===== src/rtl/nand_fe_pkg.sv =====
package nand_fe_pkg;

  localparam int BYTE_W = 8;
  localparam int COL_W  = 10;

  typedef enum logic [2:0] {
    OP_NONE  = 3'd0,
    OP_READ  = 3'd1,
    OP_PROG  = 3'd2,
    OP_ERASE = 3'd3,
    OP_COPY  = 3'd4,
    OP_ID    = 3'd5
  } op_e;

  typedef enum logic [1:0] {PTR_LO, PTR_HI, PTR_SPARE} ptr_e;
  typedef enum logic [1:0] {OUT_ARRAY, OUT_STATUS, OUT_ID} out_e;
  typedef enum logic [1:0] {ST_IDLE, ST_ADDR, ST_DATA, ST_CONFIRM} st_e;

  localparam logic [BYTE_W-1:0] CMD_PTR_LO   = 8'h00;
  localparam logic [BYTE_W-1:0] CMD_PTR_HI   = 8'h01;
  localparam logic [BYTE_W-1:0] CMD_PTR_SPR  = 8'h50;
  localparam logic [BYTE_W-1:0] CMD_PROG     = 8'h80;
  localparam logic [BYTE_W-1:0] CMD_GO       = 8'h10;
  localparam logic [BYTE_W-1:0] CMD_COPY     = 8'h8A;
  localparam logic [BYTE_W-1:0] CMD_ERASE    = 8'h60;
  localparam logic [BYTE_W-1:0] CMD_ERASE_GO = 8'hD0;
  localparam logic [BYTE_W-1:0] CMD_STATUS   = 8'h70;
  localparam logic [BYTE_W-1:0] CMD_IDENT    = 8'h90;
  localparam logic [BYTE_W-1:0] CMD_RESET    = 8'hFF;

  function automatic logic [BYTE_W-1:0] id_byte(input logic [1:0] idx);
    case (idx)
      2'd0:    return 8'hEC;
      2'd1:    return 8'h79;
      2'd2:    return 8'hA5;
      default: return 8'hC0;
    endcase
  endfunction

  function automatic logic [COL_W-1:0] col_of(input ptr_e p, input logic [BYTE_W-1:0] b);
    case (p)
      PTR_LO:  return {2'b00, b};
      PTR_HI:  return {2'b01, b};
      default: return {2'b10, 4'b0000, b[3:0]};
    endcase
  endfunction

  function automatic ptr_e ptr_of(input logic [BYTE_W-1:0] code);
    if (code == CMD_PTR_HI) return PTR_HI;
    if (code == CMD_PTR_SPR) return PTR_SPARE;
    return PTR_LO;
  endfunction

endpackage


===== src/rtl/nand_strobe_edge.sv =====
module nand_strobe_edge #(
  parameter bit RISE = 1'b1
) (
  input  logic clk,
  input  logic rst_n,
  input  logic strobe,
  output logic hit
);
  logic prev_q;

  always_ff @(posedge clk or negedge rst_n) begin
    if (!rst_n) prev_q <= 1'b1;
    else        prev_q <= strobe;
  end

  generate
    if (RISE) begin : g_rise
      assign hit = strobe & ~prev_q;
    end else begin : g_fall
      assign hit = ~strobe & prev_q;
    end
  endgenerate
endmodule


===== src/rtl/nand_cmd_fsm.sv =====
module nand_cmd_fsm
  import nand_fe_pkg::*;
#(
  parameter int ROW_CYC = 3,
  localparam int NBYTE  = ROW_CYC + 1,
  localparam int ROW_W  = BYTE_W * ROW_CYC,
  localparam int CNT_W  = $clog2(NBYTE + 1)
) (
  input  logic              clk,
  input  logic              rst_n,
  input  logic              wr_edge,
  input  logic              cle,
  input  logic              ale,
  input  logic [BYTE_W-1:0] io_in,
  input  logic              arr_done,
  input  logic              arr_fail,
  output logic              busy,
  output logic              fail,
  output logic              op_start,
  output logic [2:0]        op_kind,
  output logic [ROW_W-1:0]  op_row,
  output logic [COL_W-1:0]  op_col,
  output logic              op_abort,
  output logic              dat_valid,
  output logic [BYTE_W-1:0] dat_byte,
  output logic [COL_W-1:0]  dat_col,
  output out_e              out_sel,
  output logic              id_go,
  output logic              col_ld
);
  st_e               st_q;
  op_e               op_q, kind_q;
  ptr_e              ptr_q;
  out_e              out_q;
  logic [CNT_W-1:0]  acnt_q;
  logic [BYTE_W-1:0] abuf_q  [NBYTE];
  logic [BYTE_W-1:0] abuf_nx [NBYTE];
  logic [ROW_W-1:0]  row_nx, pend_row_q, row_q;
  logic [COL_W-1:0]  col_nx, pend_col_q, col_q, dcol_q, dat_col_q;
  logic [BYTE_W-1:0] dat_byte_q;
  logic              busy_q, fail_q, start_q, abort_q, dvld_q, id_go_q, col_ld_q;
  logic              read_arm_q, src_ok_q, last_addr;

  function automatic logic [CNT_W-1:0] need_of(input op_e op);
    case (op)
      OP_READ, OP_PROG, OP_COPY: return CNT_W'(NBYTE);
      OP_ERASE:                  return CNT_W'(ROW_CYC);
      OP_ID:                     return CNT_W'(1);
      default:                   return '0;
    endcase
  endfunction

  always_comb begin
    for (int i = 0; i < NBYTE; i++) begin
      abuf_nx[i] = (acnt_q == CNT_W'(i)) ? io_in : abuf_q[i];
    end
  end

  always_comb begin
    for (int i = 0; i < ROW_CYC; i++) begin
      row_nx[BYTE_W*i +: BYTE_W] = (op_q == OP_ERASE) ? abuf_nx[i] : abuf_nx[i+1];
    end
    col_nx    = (op_q == OP_ERASE) ? '0 : col_of(ptr_q, abuf_nx[0]);
    last_addr = ((acnt_q + 1'b1) == need_of(op_q));
  end

  always_ff @(posedge clk or negedge rst_n) begin
    if (!rst_n) begin
      st_q       <= ST_IDLE;
      op_q       <= OP_NONE;
      kind_q     <= OP_NONE;
      ptr_q      <= PTR_LO;
      out_q      <= OUT_ARRAY;
      acnt_q     <= '0;
      for (int i = 0; i < NBYTE; i++) abuf_q[i] <= '0;
      pend_row_q <= '0;
      pend_col_q <= '0;
      row_q      <= '0;
      col_q      <= '0;
      dcol_q     <= '0;
      dat_col_q  <= '0;
      dat_byte_q <= '0;
      busy_q     <= 1'b0;
      fail_q     <= 1'b0;
      start_q    <= 1'b0;
      abort_q    <= 1'b0;
      dvld_q     <= 1'b0;
      id_go_q    <= 1'b0;
      col_ld_q   <= 1'b0;
      read_arm_q <= 1'b0;
      src_ok_q   <= 1'b0;
    end else begin
      start_q  <= 1'b0;
      abort_q  <= 1'b0;
      dvld_q   <= 1'b0;
      id_go_q  <= 1'b0;
      col_ld_q <= 1'b0;

      if (arr_done && busy_q) begin
        busy_q <= 1'b0;
        if (kind_q != OP_READ) fail_q <= arr_fail;
      end

      if (wr_edge) begin
        if (cle) begin
          if (io_in == CMD_RESET) begin
            busy_q     <= 1'b0;
            abort_q    <= busy_q;
            fail_q     <= 1'b0;
            st_q       <= ST_IDLE;
            acnt_q     <= '0;
            read_arm_q <= 1'b0;
            src_ok_q   <= 1'b0;
          end else if (io_in == CMD_STATUS) begin
            out_q <= OUT_STATUS;
          end else if (!busy_q) begin
            st_q   <= ST_IDLE;
            acnt_q <= '0;
            case (io_in)
              CMD_PTR_LO, CMD_PTR_HI, CMD_PTR_SPR: begin
                ptr_q      <= ptr_of(io_in);
                op_q       <= OP_READ;
                st_q       <= ST_ADDR;
                read_arm_q <= 1'b1;
              end
              CMD_PROG: begin
                op_q       <= OP_PROG;
                st_q       <= ST_ADDR;
                read_arm_q <= 1'b0;
              end
              CMD_COPY: begin
                read_arm_q <= 1'b0;
                if (src_ok_q) begin
                  op_q <= OP_COPY;
                  st_q <= ST_ADDR;
                end
              end
              CMD_ERASE: begin
                op_q       <= OP_ERASE;
                st_q       <= ST_ADDR;
                read_arm_q <= 1'b0;
              end
              CMD_IDENT: begin
                op_q       <= OP_ID;
                st_q       <= ST_ADDR;
                read_arm_q <= 1'b0;
              end
              CMD_GO: begin
                if ((st_q == ST_DATA && op_q == OP_PROG) ||
                    (st_q == ST_CONFIRM && op_q == OP_COPY)) begin
                  start_q <= 1'b1;
                  kind_q  <= op_q;
                  row_q   <= pend_row_q;
                  col_q   <= pend_col_q;
                  busy_q  <= 1'b1;
                end
              end
              CMD_ERASE_GO: begin
                if (st_q == ST_CONFIRM && op_q == OP_ERASE) begin
                  start_q <= 1'b1;
                  kind_q  <= OP_ERASE;
                  row_q   <= pend_row_q;
                  col_q   <= pend_col_q;
                  busy_q  <= 1'b1;
                end
              end
              default: ;
            endcase
          end
        end else if (ale) begin
          if (!busy_q) begin
            if (st_q == ST_ADDR) begin
              abuf_q <= abuf_nx;
              acnt_q <= acnt_q + 1'b1;
              if (last_addr) begin
                acnt_q     <= '0;
                pend_row_q <= row_nx;
                pend_col_q <= col_nx;
                case (op_q)
                  OP_READ: begin
                    st_q     <= ST_IDLE;
                    start_q  <= 1'b1;
                    kind_q   <= OP_READ;
                    row_q    <= row_nx;
                    col_q    <= col_nx;
                    busy_q   <= 1'b1;
                    src_ok_q <= 1'b1;
                    out_q    <= OUT_ARRAY;
                    col_ld_q <= 1'b1;
                  end
                  OP_PROG: begin
                    st_q   <= ST_DATA;
                    dcol_q <= col_nx;
                  end
                  OP_COPY, OP_ERASE: st_q <= ST_CONFIRM;
                  OP_ID: begin
                    st_q    <= ST_IDLE;
                    out_q   <= OUT_ID;
                    id_go_q <= 1'b1;
                  end
                  default: st_q <= ST_IDLE;
                endcase
              end
            end else if (st_q == ST_IDLE && read_arm_q) begin
              abuf_q <= abuf_nx;
              acnt_q <= CNT_W'(1);
              op_q   <= OP_READ;
              st_q   <= ST_ADDR;
            end
          end
        end else if (!busy_q && st_q == ST_DATA) begin
          dvld_q     <= 1'b1;
          dat_byte_q <= io_in;
          dat_col_q  <= dcol_q;
          dcol_q     <= dcol_q + 1'b1;
        end
      end
    end
  end

  assign busy      = busy_q;
  assign fail      = fail_q;
  assign op_start  = start_q;
  assign op_kind   = kind_q;
  assign op_row    = row_q;
  assign op_col    = col_q;
  assign op_abort  = abort_q;
  assign dat_valid = dvld_q;
  assign dat_byte  = dat_byte_q;
  assign dat_col   = dat_col_q;
  assign out_sel   = out_q;
  assign id_go     = id_go_q;
  assign col_ld    = col_ld_q;
endmodule


===== src/rtl/nand_out_path.sv =====
module nand_out_path
  import nand_fe_pkg::*;
(
  input  logic              clk,
  input  logic              rst_n,
  input  logic              rd_edge,
  input  logic              re_n,
  input  out_e              out_sel,
  input  logic              id_go,
  input  logic              col_ld,
  input  logic [COL_W-1:0]  col_start,
  input  logic              busy,
  input  logic              fail,
  input  logic              wp_n,
  input  logic [BYTE_W-1:0] rd_data,
  output logic [BYTE_W-1:0] io_out,
  output logic              io_oe,
  output logic [COL_W-1:0]  rd_col
);
  logic [1:0]        idx_q;
  logic [COL_W-1:0]  col_q;
  logic [BYTE_W-1:0] out_q;
  logic              oe_q;
  logic [BYTE_W-1:0] status;

  assign status = {wp_n, ~busy, 5'b00000, fail};

  always_ff @(posedge clk or negedge rst_n) begin
    if (!rst_n) begin
      idx_q <= '0;
      col_q <= '0;
      out_q <= '0;
      oe_q  <= 1'b0;
    end else begin
      oe_q <= ~re_n;
      if (id_go) idx_q <= '0;
      if (col_ld) begin
        col_q <= col_start;
      end else if (rd_edge) begin
        case (out_sel)
          OUT_STATUS: out_q <= status;
          OUT_ID: begin
            out_q <= id_byte(idx_q);
            idx_q <= idx_q + 1'b1;
          end
          default: begin
            out_q <= rd_data;
            col_q <= col_q + 1'b1;
          end
        endcase
      end
    end
  end

  assign io_out = out_q;
  assign io_oe  = oe_q;
  assign rd_col = col_q;
endmodule


===== src/rtl/nand_cmd_front.sv =====
module nand_cmd_front
  import nand_fe_pkg::*;
#(
  parameter int ROW_CYC = 3,
  localparam int ROW_W  = BYTE_W * ROW_CYC
) (
  input  logic              clk,
  input  logic              rst_n,
  input  logic              cle,
  input  logic              ale,
  input  logic              we_n,
  input  logic              re_n,
  input  logic              wp_n,
  input  logic [BYTE_W-1:0] io_in,
  output logic [BYTE_W-1:0] io_out,
  output logic              io_oe,
  output logic              busy,
  output logic              op_start,
  output logic [2:0]        op_kind,
  output logic [ROW_W-1:0]  op_row,
  output logic [COL_W-1:0]  op_col,
  output logic              op_abort,
  input  logic              arr_done,
  input  logic              arr_fail,
  output logic              dat_valid,
  output logic [BYTE_W-1:0] dat_byte,
  output logic [COL_W-1:0]  dat_col,
  output logic [COL_W-1:0]  rd_col,
  input  logic [BYTE_W-1:0] rd_data
);
  logic wr_hit, rd_hit, fail_w, id_go_w, col_ld_w;
  out_e out_sel_w;

  nand_strobe_edge #(.RISE(1'b1)) i_we_edge (
    .clk(clk), .rst_n(rst_n), .strobe(we_n), .hit(wr_hit)
  );

  nand_strobe_edge #(.RISE(1'b0)) i_re_edge (
    .clk(clk), .rst_n(rst_n), .strobe(re_n), .hit(rd_hit)
  );

  nand_cmd_fsm #(.ROW_CYC(ROW_CYC)) i_fsm (
    .clk(clk), .rst_n(rst_n), .wr_edge(wr_hit), .cle(cle), .ale(ale),
    .io_in(io_in), .arr_done(arr_done), .arr_fail(arr_fail),
    .busy(busy), .fail(fail_w), .op_start(op_start), .op_kind(op_kind),
    .op_row(op_row), .op_col(op_col), .op_abort(op_abort),
    .dat_valid(dat_valid), .dat_byte(dat_byte), .dat_col(dat_col),
    .out_sel(out_sel_w), .id_go(id_go_w), .col_ld(col_ld_w)
  );

  nand_out_path i_out (
    .clk(clk), .rst_n(rst_n), .rd_edge(rd_hit), .re_n(re_n),
    .out_sel(out_sel_w), .id_go(id_go_w), .col_ld(col_ld_w),
    .col_start(op_col), .busy(busy), .fail(fail_w), .wp_n(wp_n),
    .rd_data(rd_data), .io_out(io_out), .io_oe(io_oe), .rd_col(rd_col)
  );
endmodule


===== config.mk =====
export PLATFORM = sky130hd
export DESIGN_NAME = nand_cmd_front
export DESIGN_NICKNAME = d
export VERILOG_FILES = /design/src/rtl/nand_fe_pkg.sv /design/src/rtl/nand_strobe_edge.sv /design/src/rtl/nand_cmd_fsm.sv /design/src/rtl/nand_out_path.sv /design/src/rtl/nand_cmd_front.sv
export SDC_FILE = /design/constraint.sdc
export NUM_CORES = 1
export LEC_CHECK = 0
export ABC_AREA = 1
export BUFFER_PORTS_ARGS = -buffer_cell sky130_fd_sc_hd__buf_2
export CAP_MARGIN = 40
export CELL_PAD_IN_SITES_DETAIL_PLACEMENT = 0
export CELL_PAD_IN_SITES_GLOBAL_PLACEMENT = 1
export CORE_ASPECT_RATIO = 1.2
export CORE_UTILIZATION = 47
export CTS_CLUSTER_DIAMETER = 60
export DETAILED_ROUTE_END_ITERATION = 7
export HOLD_SLACK_MARGIN = 0.1
export PLACE_DENSITY = 0.9
export SLEW_MARGIN = 20
export SYNTH_ARGS = -nofsm -noshare
export SYNTH_HDL_FRONTEND = slang
export SYNTH_SLANG_ARGS = --single-unit

===== constraint.sdc =====
create_clock -name clk -period 4.9 [get_ports clk]
set_clock_uncertainty 0.1 [all_clocks]
set_input_delay 1.225 -clock clk [delete_from_list [all_inputs] [get_ports clk]]
set_output_delay 1.225 -clock clk [all_outputs]
set_load 0.03 [all_outputs]

# --- Word-level counts from Yosys, hierarchy flattened ---
# Cells that the tools add are included.
op_classes:
  n_mux: 179
  n_reduce_logical: 44
  add_sub_neg: 4
  n_eq_ne: 48
  bitwise: 10
op_table:
  columns: ["op", "count"]
  rows:
  - ["24-bit two-way mux", 11]
  - ["10-bit two-way mux", 21]
  - ["3-bit two-way mux", 28]
  - ["1-bit two-way mux", 72]
  - ["32-bit two-way mux", 2]
  - ["8-bit two-way mux", 7]
  - ["2-bit two-way mux", 24]
  - ["24-bit case mux with 2 select lines", 1]
  - ["8-bit equality test (second input constant)", 5]
  - ["10-bit case mux with 2 select lines", 2]
  - ["8-bit by 7-bit equality test with 1-bit output (second input constant)", 3]
  - ["8-bit case mux with 3 select lines", 1]
  - ["7-bit AND reduction", 3]
  - ["10-bit by 1-bit adder with 10-bit output (second input constant)", 2]
  - ["6-bit AND reduction", 3]
  - ["8-bit case mux with 2 select lines", 1]
  - ["2-bit nonzero test", 8]
  - ["3-bit by 2-bit != test with 1-bit output (second input constant)", 5]
  - ["3-bit case mux with 5 select lines", 1]
  - ["2-bit by 1-bit != test with 1-bit output (second input constant)", 7]
  - ["3-bit by 2-bit equality test with 1-bit output (second input constant)", 4]
  - ["2-bit != test (second input constant)", 6]
  - ["2-bit case mux with 2 select lines", 3]
  - ["12-bit AND reduction", 1]
  - ["other kinds (32)", 64]
totals:
  output_inout_bits: 78
  reg_bits: 175
  input_bits: 25
  wordCells: 317

# --- Logic depth before layout (Yosys ltp) ---
depth:
  depth_word: 17
  mapped_depth: 12
  mapped_depth_nobuf: 11

# --- By module ---
# Synthesis repeated with hierarchy kept, for this count alone.
hier_totals:
  cells_unflattened: 1233
  hier_area_um2: 9196.3
modules_own_cells:
  columns: ["mod", "area_each_um2", "seq_area_each_um2", "n_inst", "cells_per_inst"]
  rows:
  - ["nand_cmd_fsm", 7815.0, 3803.6, 1, 1071]
  - ["nand_out_path", 1308.8, 525.5, 1, 156]
  - ["nand_strobe_edge", 36.3, 26.3, 2, 3]

# --- Worst setup path after synthesis ---
# No wires, ideal clock.
synth_path:
  path_kind: "input port to flip-flop"
  from: "in cle"
  to: "reg i_fsm.pend_row_q[0]"
  path_slack_ns: 2.295
  setup_ns: 0.130
  arrival_time_ns: 2.375
  cell_stages: 9
  required_time_ns: 4.670
  n_path_buf: 3
  cell_sequence: "clkbuf_2 -> inv_2 -> nand4_1 -> nor2_2 -> nand2_1 -> buf_2 -> buf_6 -> nand2_1 -> o21ai_1"
synth_between:
  elab_chain_len: 2
synth_rtl:
  columns: ["item", "line", "text"]
  rows:
  - ["start, declared", "nand_cmd_front.sv:9", "input logic cle,"]
  - ["1-bit inverter (no source line)", null, null]
  - ["6-bit AND reduction (no source line)", null, null]
  - ["end signal, assigned", "nand_cmd_fsm.sv:177", "pend_row_q <= row_nx;"]
  - ["end, declared", "nand_cmd_fsm.sv:38", "logic [ROW_W-1:0] row_nx, pend_row_q, row_q;"]
# No other way between the ends.
# A chain may end at the register's enable or synchronous reset.

# --- Worst setup path after layout ---
layout_path:
  from: "reg i_fsm.op_q[2]"
  to: "reg i_fsm.row_q[0], in the netlist i_fsm.op_row[0]"
layout_between:
  elab_chain_len: 8
  elab_cells_between_ends: 24
  cone_classes: "eq/ne: 8; mux: 8; reduce/logical: 8"
layout_rtl:
  columns: ["item", "line", "text"]
  rows:
  - ["start, declared", "nand_cmd_fsm.sv:32", "op_e op_q, kind_q;"]
  - ["start signal, assigned", "nand_cmd_fsm.sv:70", "op_q <= OP_NONE;"]
  - ["start signal, assigned", "nand_cmd_fsm.sv:122", "op_q <= OP_READ;"]
  - ["start signal, assigned", "nand_cmd_fsm.sv:127", "op_q <= OP_PROG;"]
  - ["parallel branches: the longest is 8 deep, another holds 12-bit AND reduction", null, null]
  - ["end signal, assigned", "nand_cmd_fsm.sv:153", "row_q <= pend_row_q;"]
  - ["end signal, assigned", "nand_cmd_fsm.sv:162", "row_q <= pend_row_q;"]
  - ["end signal, assigned", "nand_cmd_fsm.sv:184", "row_q <= row_nx;"]
  - ["end, declared", "nand_cmd_fsm.sv:38", null]
# Several ways; the timed one is not identified. The select of a mux whose other input is x is not followed.

==> impl_metrics.py <==
metrics = {
    "power": {
        "finalPower_uw": 5520,
        "powerDensity_nw_per_um2": 531,
        "ir_drop_mv": 0.280,
        "leakage_uw": 0.00548,
    },
    "worst_hold_path": {
        "min_path_type": "flop to flop",
    },
    "cells_and_area": {
        "syn2layout_area_growth_pct": 13.8,
        "nNetsFinal": 1334,
        "final_cell_mix": "nand2_1 (445), dfrtp_1 (173), buf_2 (101)",
        "drive_above_1_share": 0.126,
        "antenna_cells": 0,
        "postLayoutCoreUtil": 0.549,
        "final_common_cell": "nand2_1",
        "stdcell_area_um2": 10400,
    },
    "detailed_routing": {
        "first_iter_violations": 664,
        "drtAntennaViolNets": 0,
        "dr_total_vias": 8226,
        "drtPass1Iterations": 5,
        "wl_per_cell_um": 15.9,
        "drc": 0,
        "via_per_inst": 5.26,
        "drt-total-wl_mm": 24.8,
    },
    "grt": {
        "grt_pass1_wl_mm": 40.6,
        "grt_pass1_vias": 7717,
        "grt_overflow": 0,
        "grt_antenna_before_repair": 0,
        "grt_use_total": 0.264,
        "grt_start_max_net_pins": 76,
    },
    "yosys": {
        "synth_top_area_cell": "dfrtp_1",
        "synthDistinctLibCells": 39,
        "ys_warn_count": 0,
        "syn_area_per_cell_um2": 7.47,
        "async_reset_ff_frac": 1.00,
        "synth.top_cell.area_share": 0.474,
        "ys_dominant_reg_cell": "dfrtp_1",
        "syn_inst": 1224,
        "yosysSeqAreaShare": 0.479,
        "synth-seq-cells": 175,
        "synth_edf_count": 0,
        "synth_area_um2": 9140,
        "ys_top_cells_by_area": "dfrtp_1 (47%), nand2_1 (18%), o21ai_0 (5.2%)",
        "syn_nets": 1263,
    },
    "clocking": {
        "cts_max_path_buffers": 2,
        "cts_hold_buf": 0,
        "cts_root_buf": "clkbuf_16",
        "numCtsBuffers": 17,
        "cts_setup_buffers": 0,
        "cts_tree": "done",
        "clk_pin_slew_worst_paths_ns": 0.07,
        "htree_levels": 4,
        "postCtsResizedCells": 0,
        "worstSkewPairLatency_ns": 0.44,
        "cts.sinks": 175,
    },
    "die": {
        "floorplan.rows": 55,
        "initial_utilization": 0.483,
        "fp.dieH_um": 155,
        "die_area_um2": 20000,
        "ioPinCount": 103,
        "die_w_um": 129,
        "coreArea_um2": 18900,
    },
    "placement": {
        "dp_hpwl_mm": 17.9,
        "routabilityCongestion": 0.905,
        "placed_area_um2": 9800,
        "io_buffers": 102,
    },
    "worst_setup_path": {
        "arrival_ns": 3.55,
        "worstPathRequired_ns": 5.12,
        "cp_max_fo": 38,
        "worstSetupPathType": "flop to flop",
        "startpoint_type": "flop",
        "endpoint_kind": "flop",
    },
    "sta": {
        "tightest_slew_ns": 0.751,
        "timing.final.crit_period_ns": 3.33,
        "tns_ns": 0,
        "relSlewSlack": 0.499,
        "rsz0062_at_grt": "false",
        "fmax_ghz": 0.301,
        "hold_violations": 0,
        "report.final.slew_viol_count": 0,
        "fin_crit_sh": 0.679,
        "setup_viol": 0,
    },
    "job": {
        "cap_viol_max_count": 0,
    },
    "outcome": {
        "outcome": "finished clean",
    },
}
==> synth_stat cells, types with 3 or more instances <==
library cell	count
nor2_1	96
buf_4	10
a21oi_1	55
nand3_2	5
o211ai_1	4
nand3_1	67
nor3_1	11
o21ai_0	95
inv_1	85
buf_2	16
o21ai_1	26
ha_1	14
xnor2_1	5
nand2_1	446
inv_2	4
nand4_1	50
buf_6	3
dfrtp_1	173
buf_1	6
clkbuf_1	25
xor2_1	4
==> area by class of cell <==
cell class,count,area [µm²]
fill,1884,8530
sequential,175,4380
multi-input combinational,899,4120
timing repair buffer,113,644
clock buffer,18,439
inverter,89,334
tap,256,320
clock inverter,14,156
==> flip-flops by register name, summed over array words and instances, names as in the netlist, 10 cells and up <==
name,count
i_fsm.pend_row_q,24
i_fsm.pend_col_q,10
i_fsm.op_col,10
i_fsm.dcol_q,10
i_out.rd_col,10
i_fsm.op_row,24
i_fsm.abuf_q,32
i_fsm.dat_col,10
==> per-stage QoR <==
step / setup slack, ns / cells / hold WS (ns)
4_1_cts: 1.49 / 1564 / 0.372
3_3_place_gp: 1.14 / 1530 / 0.348
3_5_place_dp: 1.13 / 1532 / 0.354
6_report: 1.57 / 1564 / 0.367
5_1_grt: 1.14 / 1564 / 0.390
2_1_floorplan: 2.29 / 1224 / 0.342
==> path summary, 6_finish.rpt <==
| check | cells past startpoint | from | slack, ns | endpoint |
|---|---|---|---|---|
| min in group asynchronous | 1 | rst_n | 0.59 | i_fsm.dat_col[4]$_DFFE_PN0P_ |
| worst min-delay path | 2 | i_fsm.op_row[13]$_DFFE_PN0P_ | 0.37 | i_fsm.op_row[13]$_DFFE_PN0P_ |
| worst max-delay path | 9 | i_fsm.op_q[2]$_DFFE_PN0P_ | 1.57 | i_fsm.op_row[0]$_DFFE_PN0P_ |
| max in group asynchronous | 2 | rst_n | 3.41 | i_fsm.pend_col_q[1]$_DFFE_PN0P_ |
| worst min register to register | 2 | i_fsm.op_row[13]$_DFFE_PN0P_ | 0.37 | i_fsm.op_row[13]$_DFFE_PN0P_ |
| worst max register to register | 9 | i_fsm.op_q[2]$_DFFE_PN0P_ | 1.57 | i_fsm.op_row[0]$_DFFE_PN0P_ |
==> logic make-up after synthesis <==
family | count (synthesis) | synth area share
simple gates | 682 | 0.310
flops | 175 | 0.479
buf+inv | 150 | 0.0705
xor+xnor | 9 | 0.00862
fa+ha+maj | 14 | 0.0192
compound gates | 194 | 0.112
==> power breakdown <==
group          switching [µW]  internal (µW)
Combinational            1490            583
Sequential                249           1810
Clock                     613            775
Total                    2360           3170
==> metal layers <==
layer	track usage	part of all wire	wire, µm
met1	0.330	0.43	10600
met2	0.441	0.49	12200
met3	0.0436	0.039	969
met4	0.130	0.042	1050
met5	0	0	0
==> critical path: stages (launching register included) <==
cell	delay (ns)
dfrtp_1	0.46
inv_2	0.16
nand3_2	0.58
nor2_1	0.27
nand2_1	0.12
nand3_1	0.10
buf_4	0.38
nand3_2	0.68
nand2_1	0.23
nand2_1	0.07
No activity file was read; power rests on OpenSTA's default activity.
